`config.mk`:
```
export PLATFORM = sky130hd
export DESIGN_NAME = psc_ctl_sel
export DESIGN_NICKNAME = d
export VERILOG_FILES = /design/src/rtl/psc_pkg.sv /design/src/rtl/psc_cond_decode.sv /design/src/rtl/psc_level_mux.sv /design/src/rtl/psc_cfg_reg.sv /design/src/rtl/psc_resume_flag.sv /design/src/rtl/psc_ctl_sel.sv
export SDC_FILE = /design/constraint.sdc
export NUM_CORES = 1
export LEC_CHECK = 0
export ABC_AREA = 1
export BUFFER_PORTS_ARGS = -buffer_cell sky130_fd_sc_hd__buf_2
export CAP_MARGIN = 20
export CORE_UTILIZATION = 40
export CTS_CLUSTER_SIZE = 24
export DETAILED_ROUTE_END_ITERATION = 12
export GPL_TIMING_DRIVEN = 0
export PLACE_DENSITY = 0.7
export SLEW_MARGIN = 20
export SYNTH_ARGS = -nofsm -noshare
export SYNTH_HDL_FRONTEND = slang
export SYNTH_HIERARCHICAL = 1
export SYNTH_SLANG_ARGS = --single-unit
```
`constraint.sdc`:
```
create_clock -name clk -period 1.8 [get_ports clk]
set_input_delay 0.18 -clock clk [delete_from_list [all_inputs] [get_ports clk]]
set_output_delay 0.18 -clock clk [all_outputs]
set_load 0.05 [all_outputs]
```
`src/rtl/psc_pkg.sv`:
```
package psc_pkg;
   typedef enum logic [1:0] {
      PS_WORK = 2'b00,
      PS_S3   = 2'b01,
      PS_S5   = 2'b10,
      PS_RSVD = 2'b11
   } pstate_e;

   // condition slots, lowest index has highest priority
   localparam int COND_N  = 3;
   localparam int COND_AC = 0;
   localparam int COND_S5 = 1;
   localparam int COND_S3 = 2;
endpackage

```
`src/rtl/psc_cond_decode.sv`:
```
module psc_cond_decode
   import psc_pkg::*;
(
   input  logic [1:0]        pwr_state,
   input  logic              ac_lost,
   output logic [COND_N-1:0] cond_hit
);
   always_comb begin
      cond_hit          = '0;
      cond_hit[COND_AC] = ac_lost;
      cond_hit[COND_S5] = !ac_lost && (pwr_state == PS_S5);
      cond_hit[COND_S3] = !ac_lost && (pwr_state == PS_S3);
   end
endmodule

```
`src/rtl/psc_level_mux.sv`:
```
module psc_level_mux #(
   parameter int COND_N = 3
) (
   input  logic [COND_N-1:0] cond_hit,
   input  logic [COND_N-1:0] lvl_cfg,
   output logic              lvl
);
   // no active condition: output rests high (inactive)
   always_comb lvl = (|cond_hit) ? (|(cond_hit & lvl_cfg)) : 1'b1;
endmodule

```
`src/rtl/psc_cfg_reg.sv`:
```
module psc_cfg_reg #(
   parameter int               CFG_W   = 6,
   parameter logic [CFG_W-1:0] CFG_RST = '0
) (
   input  logic             clk,
   input  logic             rst_n,
   input  logic             we,
   input  logic [CFG_W-1:0] wdata,
   output logic [CFG_W-1:0] cfg_q
);
   always_ff @(posedge clk or negedge rst_n) begin
      if (!rst_n)  cfg_q <= CFG_RST;
      else if (we) cfg_q <= wdata;
   end
endmodule

```
`src/rtl/psc_resume_flag.sv`:
```
module psc_resume_flag
   import psc_pkg::*;
(
   input  logic       clk,
   input  logic       rst_n,
   input  logic [1:0] pwr_state,
   input  logic       clr,
   output logic       flag
);
   logic [1:0] prev_q;
   logic       set_now;

   always_comb set_now = (prev_q == PS_S3) && (pwr_state == PS_WORK);

   always_ff @(posedge clk or negedge rst_n) begin
      if (!rst_n) begin
         prev_q <= PS_WORK;
         flag   <= 1'b0;
      end else begin
         prev_q <= pwr_state;
         if (set_now)  flag <= 1'b1;
         else if (clr) flag <= 1'b0;
      end
   end
endmodule

```
`src/rtl/psc_ctl_sel.sv`:
```
module psc_ctl_sel
   import psc_pkg::*;
#(
   parameter int                         NUM_OUT = 2,
   parameter int                         DATA_W  = 8,
   parameter bit                         REG_OUT = 1'b1,
   parameter logic [COND_N*NUM_OUT-1:0]  CFG_RST = 'b001100
) (
   input  logic              clk,
   input  logic              vbat_rst_n,
   input  logic [1:0]        pwr_state,
   input  logic              ac_lost,
   input  logic              wr_en,
   input  logic              wr_sel,
   input  logic [DATA_W-1:0] wr_data,
   input  logic              rd_sel,
   output logic [DATA_W-1:0] rd_data,
   output logic [NUM_OUT-1:0] ctl_n,
   output logic              resume_flag
);
   localparam int CFG_W = COND_N * NUM_OUT;

   if (DATA_W < CFG_W) begin : g_bad_width
      $error("psc_ctl_sel: DATA_W must hold all level bits");
   end
   if (NUM_OUT < 1) begin : g_bad_count
      $error("psc_ctl_sel: NUM_OUT must be at least 1");
   end

   logic [CFG_W-1:0]  cfg_q;
   logic [COND_N-1:0] cond_hit;
   logic              cfg_we;
   logic              flag_clr;
   logic              unused_hi;

   assign cfg_we    = wr_en && !wr_sel;
   assign flag_clr  = wr_en && wr_sel && wr_data[0];
   assign unused_hi = &{1'b0, wr_data[DATA_W-1:CFG_W]};

   psc_cfg_reg #(.CFG_W(CFG_W), .CFG_RST(CFG_RST)) u_cfg (
      .clk   (clk),
      .rst_n (vbat_rst_n),
      .we    (cfg_we),
      .wdata (wr_data[CFG_W-1:0]),
      .cfg_q (cfg_q)
   );

   psc_cond_decode u_dec (
      .pwr_state (pwr_state),
      .ac_lost   (ac_lost),
      .cond_hit  (cond_hit)
   );

   psc_resume_flag u_flag (
      .clk       (clk),
      .rst_n     (vbat_rst_n),
      .pwr_state (pwr_state),
      .clr       (flag_clr),
      .flag      (resume_flag)
   );

   for (genvar gi = 0; gi < NUM_OUT; gi++) begin : g_out
      logic lvl_d;
      psc_level_mux #(.COND_N(COND_N)) u_mux (
         .cond_hit (cond_hit),
         .lvl_cfg  ({cfg_q[COND_S3*NUM_OUT+gi],
                     cfg_q[COND_S5*NUM_OUT+gi],
                     cfg_q[COND_AC*NUM_OUT+gi]}),
         .lvl      (lvl_d)
      );
      if (REG_OUT) begin : g_reg
         always_ff @(posedge clk or negedge vbat_rst_n) begin
            if (!vbat_rst_n) ctl_n[gi] <= 1'b1;
            else             ctl_n[gi] <= lvl_d;
         end
      end else begin : g_comb
         assign ctl_n[gi] = lvl_d;
      end
   end

   always_comb begin
      rd_data = '0;
      if (rd_sel) rd_data[0]         = resume_flag;
      else        rd_data[CFG_W-1:0] = cfg_q;
   end
endmodule

```
* Yosys cells after proc, flatten, opt, wreduce, memory -nomap -nowiden
Index checks and enable logic that the tools add are counted.
** Word-level totals
- Input port bits :: 16
- Bits in registers :: 11
- Word-level logic and storage cells :: 29
- Output and inout port bits :: 11
** Cells by class
- Reductions and logical operators :: 13
- Muxes and demuxes :: 6
- Eq/ne operators :: 3
- Bitwise gates (word level) :: 2
** Operators by type and width (count)
- OR reduction 3 bit :: 3
- AND 3 bit :: 2
- logical AND 1 bit :: 6
- two-way mux 1 bit :: 5
- two-way mux 5 bit :: 1
- == test 2 x 1 -> 1 bit, second input constant :: 2
- == test 2 bit, second input constant :: 1
- logical NOT 1 bit :: 2
- logical NOT 2 bit :: 1
- nonzero test 2 bit :: 1

* Depth between registers and ports, before layout
Gate-level depths: netlist of the first run.
- Depth after elaboration :: 5
- Depth in mapped cells :: 7

* By module
The synthesis of the first run kept the hierarchy.
** Modules (own cells, without submodules)
- psc_cfg_reg :: area each 224.0 µm², instances 1, seq. area each 152.6 µm², cells an instance 25
- psc_ctl_sel :: area each 142.6 µm², instances 1, seq. area each 52.6 µm², cells an instance 24
- psc_resume_flag :: area each 101.3 µm², instances 1, seq. area each 75.1 µm², cells an instance 10
- psc_level_mux :: area each 37.5 µm², instances 2, seq. area each 0.0 µm², cells an instance 10
- psc_cond_decode :: area each 30.0 µm², instances 1, seq. area each 0.0 µm², cells an instance 7

* Worst setup path after synthesis of the first run
OpenSTA, ideal clock, no wires.
- Path kind :: reg-to-output
- Start point :: register u_cfg.cfg_q[2]
- End point :: output rd_data[2]
- Slack :: 0.425 ns
- Stages on the path, launching flop included :: 3
- Arrival :: 1.195 ns
- Required time :: 1.620 ns
- Path buffers :: 0
- Cells stage by stage :: dfstp_2 -> inv_1 -> nor2_1
** On the way
- Word-level cells in the longest chain between the ends :: 1
** RTL lines
- from (decl) :: line psc_cfg_reg.sv:9 : output logic [CFG_W-1:0] cfg_q
- from (signal assigned) :: line psc_cfg_reg.sv:13 : else if (we) cfg_q <= wdata;
- two-way mux 5 bit :: line psc_ctl_sel.sv:83 : if (rd_sel) rd_data[0] = resume_flag;
- to (decl) :: line psc_ctl_sel.sv:17 : output logic [DATA_W-1:0] rd_data,
Every way passes these cells.

* Worst setup path in the final report of the first run
- Start point :: register u_cfg.cfg_q[3]
- End point :: output rd_data[3]
Same word-level chain as after synthesis.

==> metrics.json, run 1 <==
{
  "result_of_the_run": {"value": "completed"},
  "ff2ff_path_depth": {"value": 4},
  "timing.final.crit_share": {"value": 76.8, "unit": "%"},
  "tns": {"value": 0, "unit": "ps"},
  "post_cts_resize_count": {"value": 0},
  "synthesis.area_per_instance": {"value": 6.66, "unit": "µm²"},
  "share_of_synthesized_area_spent_on_multiplexers": {"value": 0, "unit": "%"},
  "postSynthCellCount": {"value": 86},
  "die_height": {"value": 39.9, "unit": "µm"},
  "final_hold_viol_count": {"value": 0},
  "detail_route.wl_per_cell": {"value": 8.55, "unit": "µm"},
  "critical_path_start_end_classification": {"value": "register to output pin"},
  "final_report_setup_violation_count": {"value": 0},
  "cts_h_tree_depth": {"value": 1},
  "firstDrtPassIters": {"value": 4},
  "min-delay-start": {"value": "pwr_state[1]"},
  "worstPathRequired": {"value": 1620, "unit": "ps"},
  "slew_viol_final": {"value": 0},
  "worst_clock_skew": {"value": 1.54, "unit": "ps"},
  "design.final.nets": {"value": 131},
  "clock_insertion_delay_worst_skew": {"value": 270, "unit": "ps"},
  "grt_first_pass_wirelength": {"value": 1580, "unit": "µm"},
  "grt_start_max_net_pins": {"value": 12},
  "core.rowCount": {"value": 13},
  "clock_path_buffers": {"value": 2},
  "synth_cell_type_count": {"value": 8},
  "clk_pin_slew_worst_setup_hold_paths": {"value": 70, "unit": "ps"},
  "syn2layout_area_growth": {"value": 29.5, "unit": "%"},
  "synth_compound_gate_area_share": {"value": 0, "unit": "%"},
  "final_util": {"value": 56.3, "unit": "%"},
  "yosys_warnings": {"value": 6},
  "arrival_time_of_data_at_the_critical_path_endpoint": {"value": 1200, "unit": "ps"},
  "holdBufCountCts": {"value": 1},
  "timing.hold.worst_path_depth": {"value": 1},
  "synth_top_family_by_area": {"value": "simple AND/OR/NAND/NOR gates"},
  "clock_sink_count": {"value": 11},
  "hp-class": {"value": "input pin to register"},
  "layout_cells_sized_above_1": {"value": 30.7, "unit": "%"},
  "worst_reg2reg_setup_slack": {"value": 990, "unit": "ps"},
  "die_w": {"value": 39.9, "unit": "µm"},
  "antennaDiodeCount": {"value": 0},
  "crit-reg2reg-launch": {"value": "u_cfg/cfg_q[3]"},
  "dp_hpwl": {"value": 852, "unit": "µm"},
  "postRouteWirelength": {"value": 1100, "unit": "µm"},
  "regToRegEndpoint": {"value": "ctl_n[1]"},
  "critical_path.endpoint_type": {"value": "output pin"},
  "mappedNetlistArea": {"value": 573, "unit": "µm²"},
  "drt_iter0_drc": {"value": 18},
  "cp_max_fo": {"value": 3},
  "gp_routability_congestion": {"value": 0.674},
  "grt.total_usage": {"value": 15.2, "unit": "%"},
  "synth.ff_latch_count": {"value": 11},
  "cts_setup_buffers": {"value": 0},
  "yosys.area.top_type_share": {"value": 30.6, "unit": "%"},
  "synth_top_cells_by_area": {"value": "dfrtp_1 31%, nand2_1 26%, dfstp_2 18%, nor2_1 9.8%, inv_1 9.2%"},
  "grt_setup_unrepaired": {"value": "false"},
  "hold_path_end": {"value": "u_flag/prev_q[1]"},
  "yosysTopAreaCell": {"value": "dfrtp_1"},
  "cts_made_buffers": {"value": 3},
  "drtAntennaViolNets": {"value": 0},
  "design.die.area": {"value": 0.00159, "unit": "mm²"},
  "first_global_vias": {"value": 397},
  "leakage": {"value": 0.469, "unit": "nW"},
  "max_clock_freq": {"value": 723, "unit": "MHz"},
  "numPortBuffers": {"value": 22},
  "max-vdd-ir-drop": {"value": 0.403, "unit": "mV"},
  "drv_cap": {"value": 0},
  "grt_antenna_before_repair": {"value": 0},
  "startpoint_type": {"value": "register"},
  "route.detailed.drc": {"value": 0},
  "start_util": {"value": 43.5, "unit": "%"},
  "tritoncts": {"value": "done"},
  "routed_via_count": {"value": 543},
  "grt_overflow_total": {"value": 0},
  "synth_fa_ha_area_share": {"value": 0, "unit": "%"},
  "ioPinCount": {"value": 27},
  "synth_simple_gate_area_share": {"value": 35.4, "unit": "%"},
  "seq_area_frac_synth": {"value": 48.9, "unit": "%"},
  "pwr_density": {"value": 906, "unit": "mW/mm²"},
  "post-route-min-period": {"value": 1380, "unit": "ps"},
  "synth-xor-area-share": {"value": 0, "unit": "%"},
  "route.detailed.vias_per_inst": {"value": 4.21},
  "buffer_cell_driving_the_clock_tree_root": {"value": "clkbuf_4"},
  "placeableCoreArea": {"value": 0.00132, "unit": "mm²"}
}
-- worst max path at each step --
| stage | startpoint | endpoint |
|---|---|---|
| 6_report | u_cfg/cfg_q[3] | rd_data[3] |
| 5_1_grt | u_cfg/cfg_q[3] | rd_data[3] |
| 4_1_cts | u_cfg/cfg_q[3] | rd_data[3] |
| 3_5_place_dp | u_cfg/cfg_q[3] | rd_data[3] |
| 3_3_place_gp | u_cfg/cfg_q[2] | rd_data[2] |
| 2_1_floorplan | u_cfg/cfg_q[2] | rd_data[2] |
-- final cells by class --
cell class	count	area, µm²
clock buffer	4	26.3
tap	15	18.8
multi-input combinational	56	210
inverter	17	63.8
buffer	3	22.5
timing repair buffer	23	120
fill	136	576
sequential	11	280
-- cell usage after synthesis --
cell / n
buf_4: 3
dfstp_2: 4
conb_1: 1
dfrtp_1: 7
inv_2: 3
inv_1: 14
nor2_1: 15
nand2_1: 39
-- cell usage in the layout, fill, tap and decap left out, types with 2 or more instances in the layout --
cell | synthesis | final
nand2_1 | 39 | 39
conb_1 | 1 | 2
buf_2 | 0 | 22
buf_4 | 3 | 3
dfstp_2 | 4 | 4
inv_2 | 3 | 3
clkbuf_4 | 0 | 3
inv_1 | 14 | 14
dfrtp_1 | 7 | 7
nor2_1 | 15 | 15
-- per-stage QoR --
step           cell area, µm²  hold WS [ps]  power (W)  std cells  setup WS (ps)
2_1_floorplan             577          -116   0.000449         87            425
3_3_place_gp              706          58.1   0.000499        124            709
3_5_place_dp              706          58.3   0.000504        124            712
4_1_cts                   742          57.8   0.000676        129            412
5_1_grt                   742          49.0   0.000712        129            377
6_report                  742          57.8   0.000672        129            417
-- kinds of logic after synthesis --
family,after synthesis
buffers and inverters,20
flip-flops,11
other,1
AND/OR/NAND/NOR,54
-- routing by layer --
layer  track usage, %  vias to the layer above  share of wire [%]
li1                 -                      291                  -
met1             22.2                      228                 47
met2             20.1                       22                 46
met3             3.41                        2                6.2
met4             7.76                        0               0.73
met5                0                        -                  0
-- flip-flops by register name (all words and copies together), names as in the netlist --
name / count
u_cfg/cfg_q: 6
ctl_n: 2
u_flag/flag: 1
u_flag/prev_q: 2
-- worst max-delay path: stages, from the launching register on --
cell	delay [ps]
dfstp_2	550
inv_1	40
nor2_1	80
buf_2	260
-- power breakdown --
group | leakage (nW) | internal, W | switching (W)
logic | 0.327 | 0.0000539 | 0.000144
registers | 0.127 | 0.000284 | 0.0000176
clock network | 0.0150 | 0.0000858 | 0.0000869
No activity file was read; power rests on OpenSTA's default activity.
==> run 2: changes to the inputs <==
clock period = 1.3 ns   (was 1.8 ns; I/O delays follow)
==> run 2 against run 1 <==
Die area did not move. Sequential cell count did not move. Sequential power rose by 39%. Total power rose by 38%. Cell count rose by 0.78%. Worst setup slack got worse by 350 ps. Critical path type unchanged. Largest power group unchanged.
==> metrics.json, run 2 (synthesis results as in run 1) <==
{
  "clock_path_buffers": {"value": 2, "change": "unchanged"},
  "routed_via_count": {"value": 522, "change": "-3.9%"},
  "design.die.area": {"value": 0.00159, "unit": "mm²", "change": "unchanged"},
  "firstDrtPassIters": {"value": 2, "change": "-2"},
  "worst_reg2reg_setup_slack": {"value": 490, "unit": "ps", "change": "-500 ps"},
  "design.final.nets": {"value": 132, "change": "+0.76%"},
  "cp_max_fo": {"value": 3, "change": "unchanged"},
  "pwr_density": {"value": 1210, "unit": "mW/mm²", "change": "+33%"},
  "drtAntennaViolNets": {"value": 0, "change": "unchanged"},
  "tns": {"value": 0, "unit": "ps", "change": "unchanged"},
  "final_hold_viol_count": {"value": 0, "change": "unchanged"},
  "postRouteWirelength": {"value": 1040, "unit": "µm", "change": "-6.1%"},
  "ff2ff_path_depth": {"value": 4, "change": "unchanged"},
  "route.detailed.drc": {"value": 0, "change": "unchanged"},
  "grt_setup_unrepaired": {"value": "false"},
  "critical_path.endpoint_type": {"value": "output pin"},
  "leakage": {"value": 0.475, "unit": "nW", "change": "+1.2%"},
  "post-route-min-period": {"value": 1230, "unit": "ps"},
  "timing_startpoint_of_the_critical_path": {"value": "u_cfg/cfg_q[2]"},
  "core.rowCount": {"value": 13, "change": "unchanged"},
  "layout_top_registers": {"value": "u_cfg/cfg_q x6, ctl_n x2, u_flag/prev_q x2"},
  "detail_route.wl_per_cell": {"value": 7.97, "unit": "µm", "change": "-6.8%"},
  "highest-signal-layer": {"value": "met4"},
  "gp_routability_congestion": {"value": 0.704, "change": "+4.4%"},
  "regToRegEndpoint": {"value": "ctl_n[1]"},
  "layoutNonFillerInstCount": {"value": 130, "change": "+0.78%"},
  "clk_pin_slew_worst_setup_hold_paths": {"value": 60, "unit": "ps", "change": "about the same"},
  "buffer_cell_driving_the_clock_tree_root": {"value": "clkbuf_4"},
  "startpoint_type": {"value": "register"},
  "final_ws_setup": {"value": 69.0, "unit": "ps", "change": "-348 ps"},
  "layout_cells_sized_above_1": {"value": 33.0, "unit": "%", "change": "+2.3 points"},
  "start_util": {"value": 43.5, "unit": "%", "change": "unchanged"},
  "final_report_setup_violation_count": {"value": 0, "change": "unchanged"},
  "numPortBuffers": {"value": 22, "change": "unchanged"},
  "hp-class": {"value": "input pin to register"},
  "m1WireLength": {"value": 454, "unit": "µm", "change": "-13%"},
  "place_worst_setup_slack": {"value": 277, "unit": "ps", "change": "-435 ps"},
  "met2WireLength": {"value": 475, "unit": "µm", "change": "-5.4%"},
  "clock_insertion_delay_worst_skew": {"value": 270, "unit": "ps", "change": "about the same"},
  "max-vdd-ir-drop": {"value": 0.532, "unit": "mV", "change": "+32%"},
  "clock_sink_count": {"value": 11, "change": "unchanged"},
  "antennaDiodeCount": {"value": 0, "change": "unchanged"},
  "most_frequent_standard_cell_in_the_layout_excluding_fill_and_tap_cells": {"value": "nand2_1"},
  "cts_h_tree_depth": {"value": 1, "change": "unchanged"},
  "hold_ws": {"value": 14.2, "unit": "ps", "change": "-43.6 ps"},
  "result_of_the_run": {"value": "completed"},
  "max_clock_freq": {"value": 812, "unit": "MHz"},
  "die_w": {"value": 39.9, "unit": "µm", "change": "unchanged"},
  "p_total": {"value": 0.000930, "unit": "W", "change": "+38%"},
  "arrival_time_of_data_at_the_critical_path_endpoint": {"value": 1100, "unit": "ps", "change": "-100 ps"},
  "die_height": {"value": 39.9, "unit": "µm", "change": "unchanged"},
  "cts_made_buffers": {"value": 3, "change": "unchanged"},
  "grt.total_usage": {"value": 16.1, "unit": "%", "change": "+0.95 points"},
  "timing.final.crit_share": {"value": 94.7, "unit": "%"},
  "drt_iter0_drc": {"value": 5, "change": "-13"},
  "layout.cells.most_common_list": {"value": "39 x nand2_1, 20 x buf_2, 13 x inv_1, 13 x nor2_1, 7 x dfrtp_1"},
  "setup.worst_path.end": {"value": "rd_data[2]"},
  "tritoncts": {"value": "done"},
  "crit-reg2reg-launch": {"value": "u_cfg/cfg_q[3]"},
  "grt_overflow_total": {"value": 0, "change": "unchanged"},
  "slew_viol_final": {"value": 0, "change": "unchanged"},
  "worstPathRequired": {"value": 1170, "unit": "ps", "change": "-450 ps"},
  "ioPinCount": {"value": 27, "change": "unchanged"},
  "route.detailed.vias_per_inst": {"value": 4.02, "change": "-4.6%"},
  "grt_antenna_before_repair": {"value": 0, "change": "unchanged"},
  "syn2layout_area_growth": {"value": 34.3, "unit": "%"},
  "dp_cells": {"value": 124, "change": "unchanged"},
  "min-delay-start": {"value": "pwr_state[0]"},
  "critical_path_start_end_classification": {"value": "register to output pin"},
  "grt_first_pass_wirelength": {"value": 1530, "unit": "µm", "change": "-3.1%"},
  "drv_cap": {"value": 0, "change": "unchanged"},
  "worst_clock_skew": {"value": 0.408, "unit": "ps", "change": "-1.13 ps"},
  "number_of_flip_flops_in_the_largest_register": {"value": 6, "change": "unchanged"},
  "largest-register": {"value": "u_cfg/cfg_q"},
  "grt_start_max_net_pins": {"value": 12, "change": "unchanged"},
  "first_global_vias": {"value": 388, "change": "-2.3%"},
  "dp_hpwl": {"value": 820, "unit": "µm", "change": "-3.8%"},
  "route.met3.wl": {"value": 75, "unit": "µm", "change": "+10%"},
  "placeableCoreArea": {"value": 0.00132, "unit": "mm²", "change": "unchanged"}
}
==> run 2: changes by cell type in the layout (fill, tap and decap cells not counted) <==
cell / before / now
inv_2: 3 / 4
dlygate4sd3_1: 1 / 2
buf_6: 0 / 2
nor2_2: 0 / 2
nor2_1: 15 / 13
inv_1: 14 / 13
buf_2: 22 / 20
==> run 2: how the worst min path moves through the flow <==
stage	endpoint	depth (start not counted)	slack [ps]
final	u_flag/prev_q[0]	1	10
after global routing	u_flag/prev_q[0]	1	5
after CTS	u_flag/prev_q[0]	1	3
after detailed placement	u_flag/prev_q[1]	1	6
after global placement	u_flag/prev_q[1]	1	6
after floorplan	u_cfg/cfg_q[0]	0	-170
==> run 2: per-layer routing <==
metal  up-vias  global-route usage [%]
li1        295                       -
met1       204                    18.1
met2        18                    22.1
met3         5                    8.52
met4         0                    12.9
met5         -                       0
==> run 2: what timing repair did <==
action,in CTS,in global routing
endpoints found under the hold margin,12,0
resized for setup,2,3
hold buffers,2,0
endpoints found under the setup margin,2,2
buffers inserted,0,0
==> run 2: power by group <==
part	internal [W]	leakage (nW)	switching, W
clock network	0.000119	0.0150	0.000108
logic	0.0000838	0.333	0.000202
registers	0.000393	0.127	0.0000250
==> run 2: stage by stage <==
stage / cell area, µm² / util, %
CTS: 762 / 57.8
finish: 769 / 58.4
floorplan: 582 / -
detailed placement: 711 / 53.9
global placement: 711 / 53.9
global route: 769 / 58.4
==> run 2: area by class of cell <==
type,instances,area [µm²]
Timing Repair Buffer,24,143
Fill cell,140,548
Multi-Input combinational cell,56,215
Buffer,3,22.5
Clock buffer,4,26.3
Tap cell,15,18.8
Sequential cell,11,280
Inverter,17,63.8
==> run 2: critical path, stage by stage, from the launching register on <==
cell and delay [ps]:
dfstp_2 540, inv_1 50, nor2_2 90, buf_6 160
==> run 3: changes to the inputs <==
SETUP_SLACK_MARGIN = 0.15   (was not set)
==> run 3 against run 2 <==
Fmax down 1.7%. Total power up 4.8%. Clock power about the same. Largest power group unchanged. Die area unchanged. Critical path type unchanged. Register-to-register slack worse by 100 ps. Global-route usage up 1.1 points. Clock-buffer cell count unchanged. Non-clock buffer count up 1. Critical path depth unchanged. First-iteration DRC count up 20%. Highest routed layer is now met3.
==> metrics.json, run 3 (synthesis results as in run 1) <==
{
  "final_hold_viol_count": {"value": 0, "change": "unchanged"},
  "cts_h_tree_depth": {"value": 1, "change": "unchanged"},
  "drt_iter0_drc": {"value": 6, "change": "+1"},
  "dp_hpwl": {"value": 851, "unit": "µm", "change": "+3.9%"},
  "final_util": {"value": 61.5, "unit": "%", "change": "+3.1 points"},
  "firstDrtPassIters": {"value": 4, "change": "+2"},
  "first_global_vias": {"value": 431, "change": "+11%"},
  "syn2layout_area_growth": {"value": 41.5, "unit": "%"},
  "critical_path_start_end_classification": {"value": "register to output pin"},
  "slew_viol_final": {"value": 0, "change": "unchanged"},
  "route.detailed.drc": {"value": 0, "change": "unchanged"},
  "worst_clock_skew": {"value": 2.86, "unit": "ps", "change": "+2.45 ps"},
  "power_frac_comb": {"value": 33.4, "unit": "%", "change": "+2.7 points"},
  "switching_power": {"value": 0.000353, "unit": "W", "change": "+5.6%"},
  "route.detailed.vias_per_inst": {"value": 4.21, "change": "+4.7%"},
  "antennaDiodeCount": {"value": 0, "change": "unchanged"},
  "worstPathRequired": {"value": 1170, "unit": "ps", "change": "about the same"},
  "sw_frac_of_total": {"value": 36.2, "unit": "%", "change": "+0.29 points"},
  "clock_path_buffers": {"value": 2, "change": "unchanged"},
  "cts_made_buffers": {"value": 3, "change": "unchanged"},
  "result_of_the_run": {"value": "completed"},
  "clk_pin_slew_worst_setup_hold_paths": {"value": 70, "unit": "ps", "change": "about the same"},
  "arrival_time_of_data_at_the_critical_path_endpoint": {"value": 1120, "unit": "ps", "change": "+20 ps"},
  "startpoint_type": {"value": "register"},
  "worst_reg2reg_setup_slack": {"value": 390, "unit": "ps", "change": "-100 ps"},
  "clock_sink_count": {"value": 11, "change": "unchanged"},
  "grt_antenna_before_repair": {"value": 0, "change": "unchanged"},
  "tns": {"value": 0, "unit": "ps", "change": "unchanged"},
  "layout_top_registers": {"value": "u_cfg/cfg_q x6, ctl_n x2, u_flag/prev_q x2"},
  "critPathSlowestCell": {"value": "dfstp_2"},
  "postRouteWirelength": {"value": 1210, "unit": "µm", "change": "+17%"},
  "gp_routability_congestion": {"value": 0.666, "change": "-5.5%"},
  "final_ws_setup": {"value": 47.9, "unit": "ps", "change": "-21.1 ps"},
  "internal-power": {"value": 0.000621, "unit": "W", "change": "+4.3%"},
  "grt_overflow_total": {"value": 0, "change": "unchanged"},
  "critical_path.endpoint_type": {"value": "output pin"},
  "power.clock.fraction": {"value": 23.6, "unit": "%", "change": "-0.8 points"},
  "pwr_density": {"value": 1200, "unit": "mW/mm²", "change": "-0.58%"},
  "routed_via_count": {"value": 551, "change": "+5.6%"},
  "most_frequent_standard_cell_in_the_layout_excluding_fill_and_tap_cells": {"value": "nand2_1"},
  "grt_first_pass_wirelength": {"value": 1770, "unit": "µm", "change": "+16%"},
  "final_report_setup_violation_count": {"value": 0, "change": "unchanged"},
  "hold_ws": {"value": 18.9, "unit": "ps", "change": "+4.73 ps"},
  "layout.cells.most_common_list": {"value": "39 x nand2_1, 14 x buf_2, 12 x inv_1, 10 x nor2_1, 9 x buf_4"},
  "numPortBuffers": {"value": 22, "change": "unchanged"},
  "critical_path.max_stage_delay": {"value": 550, "unit": "ps", "change": "about the same"},
  "power_frac_seq": {"value": 43.0, "unit": "%", "change": "-1.9 points"},
  "design.die.area": {"value": 0.00159, "unit": "mm²", "change": "unchanged"},
  "hp-class": {"value": "input pin to register"},
  "placeableCoreArea": {"value": 0.00132, "unit": "mm²", "change": "unchanged"},
  "detail_route.wl_per_cell": {"value": 9.26, "unit": "µm", "change": "+16%"},
  "core.rowCount": {"value": 13, "change": "unchanged"},
  "drv_cap": {"value": 0, "change": "unchanged"},
  "ioPinCount": {"value": 27, "change": "unchanged"},
  "grt_start_max_net_pins": {"value": 12, "change": "unchanged"},
  "grt.total_usage": {"value": 17.3, "unit": "%", "change": "+1.1 points"},
  "post-route-min-period": {"value": 1250, "unit": "ps", "change": "+21.1 ps"},
  "leakage": {"value": 0.484, "unit": "nW", "change": "+1.8%"},
  "number_of_flip_flops_in_the_largest_register": {"value": 6, "change": "unchanged"},
  "max_clock_freq": {"value": 799, "unit": "MHz", "change": "-1.7%"},
  "layout_cells_sized_above_1": {"value": 38.8, "unit": "%", "change": "+5.7 points"},
  "start_util": {"value": 43.5, "unit": "%", "change": "unchanged"},
  "grt_setup_unrepaired": {"value": "true"},
  "design.final.nets": {"value": 133, "change": "+0.76%"},
  "max-vdd-ir-drop": {"value": 0.714, "unit": "mV", "change": "+34%"},
  "largest-register": {"value": "u_cfg/cfg_q"},
  "drtAntennaViolNets": {"value": 0, "change": "unchanged"},
  "buffer_cell_driving_the_clock_tree_root": {"value": "clkbuf_4"},
  "p_total": {"value": 0.000975, "unit": "W", "change": "+4.8%"},
  "place_worst_setup_slack": {"value": 278, "unit": "ps", "change": "+0.451 ps"},
  "die_height": {"value": 39.9, "unit": "µm", "change": "unchanged"},
  "cp_max_fo": {"value": 2, "change": "-1"},
  "tritoncts": {"value": "done"},
  "clock_insertion_delay_worst_skew": {"value": 260, "unit": "ps", "change": "about the same"},
  "crit_chain": {"value": "inv_2 -> nor2_4 -> buf_6"},
  "die_w": {"value": 39.9, "unit": "µm", "change": "unchanged"},
  "timing.final.crit_share": {"value": 96.3, "unit": "%", "change": "+1.6 points"}
}
[run 3: cell types whose count changed in the layout (fill, tap and decap cells not counted), sizes merged]
| cell | change |
|---|---|
| buf | +2 |
| dlygate4sd3 | -1 |
[run 3: final cells by class]
type                    instances  area [µm²]
well taps                      15        18.8
inverters                      17        63.8
plain buffers                   3        22.5
fillers                       133         507
clock buffers                   4        26.3
flip-flops and latches         11         282
multi-input cells              56         228
repair buffers                 25         170
[run 3: path summary, 6_finish.rpt]
kind	start	cells after the start	to
worst max-delay path	u_cfg/cfg_q[3]	3	rd_data[3]
worst min-delay path	pwr_state[1]	1	u_flag/prev_q[1]
worst max register to register	u_cfg/cfg_q[3]	5	ctl_n[1]
worst min register to register	u_flag/flag	2	u_flag/flag
max in group asynchronous	vbat_rst_n	2	ctl_n[0]
min in group asynchronous	vbat_rst_n	2	u_flag/prev_q[1]
[run 3: stage by stage]
stage / instance area, µm² / std cells
finish: 811 / 131
global route: 811 / 131
CTS: 793 / 131
detailed placement: 719 / 124
global placement: 719 / 124
floorplan: 591 / 87
[run 3: what timing repair did]
item / in CTS / in global routing
pin swaps: 0 / 2
endpoints found under the hold margin: 11 / 0
setup endpoints to repair: 6 / 6
setup buffers: 2 / 0
gates cloned: 0 / 0
hold buffers: 1 / 0
gates resized for setup: 8 / 9
[run 3: power by group through the flow]
stage	logic (W)	registers, W	clock network [W]
5_1_grt	0.000353	0.000424	0.000253
3_3_place_gp	0.000276	0.000423	0
6_report	0.000326	0.000419	0.000230
2_1_floorplan	0.000161	0.000467	0
4_1_cts	0.000313	0.000416	0.000235
3_5_place_dp	0.000281	0.000425	0
[run 3: routing by layer]
| layer | routed length [µm] | vias up | global-route usage [%] |
|---|---|---|---|
| met5 | 0 | - | 0 |
| met4 | 0 | 0 | 5.17 |
| met2 | 595 | 18 | 26.6 |
| met3 | 55 | 0 | 5.11 |
| li1 | - | 294 | - |
| met1 | 562 | 239 | 22.8 |
[run 3: critical path: cells and delay by family, from the launching register on]
| family | cells | cell delay [ps] |
|---|---|---|
| buf+inv | 2 | 210 |
| simple gates | 1 | 110 |
| flops | 1 | 550 |
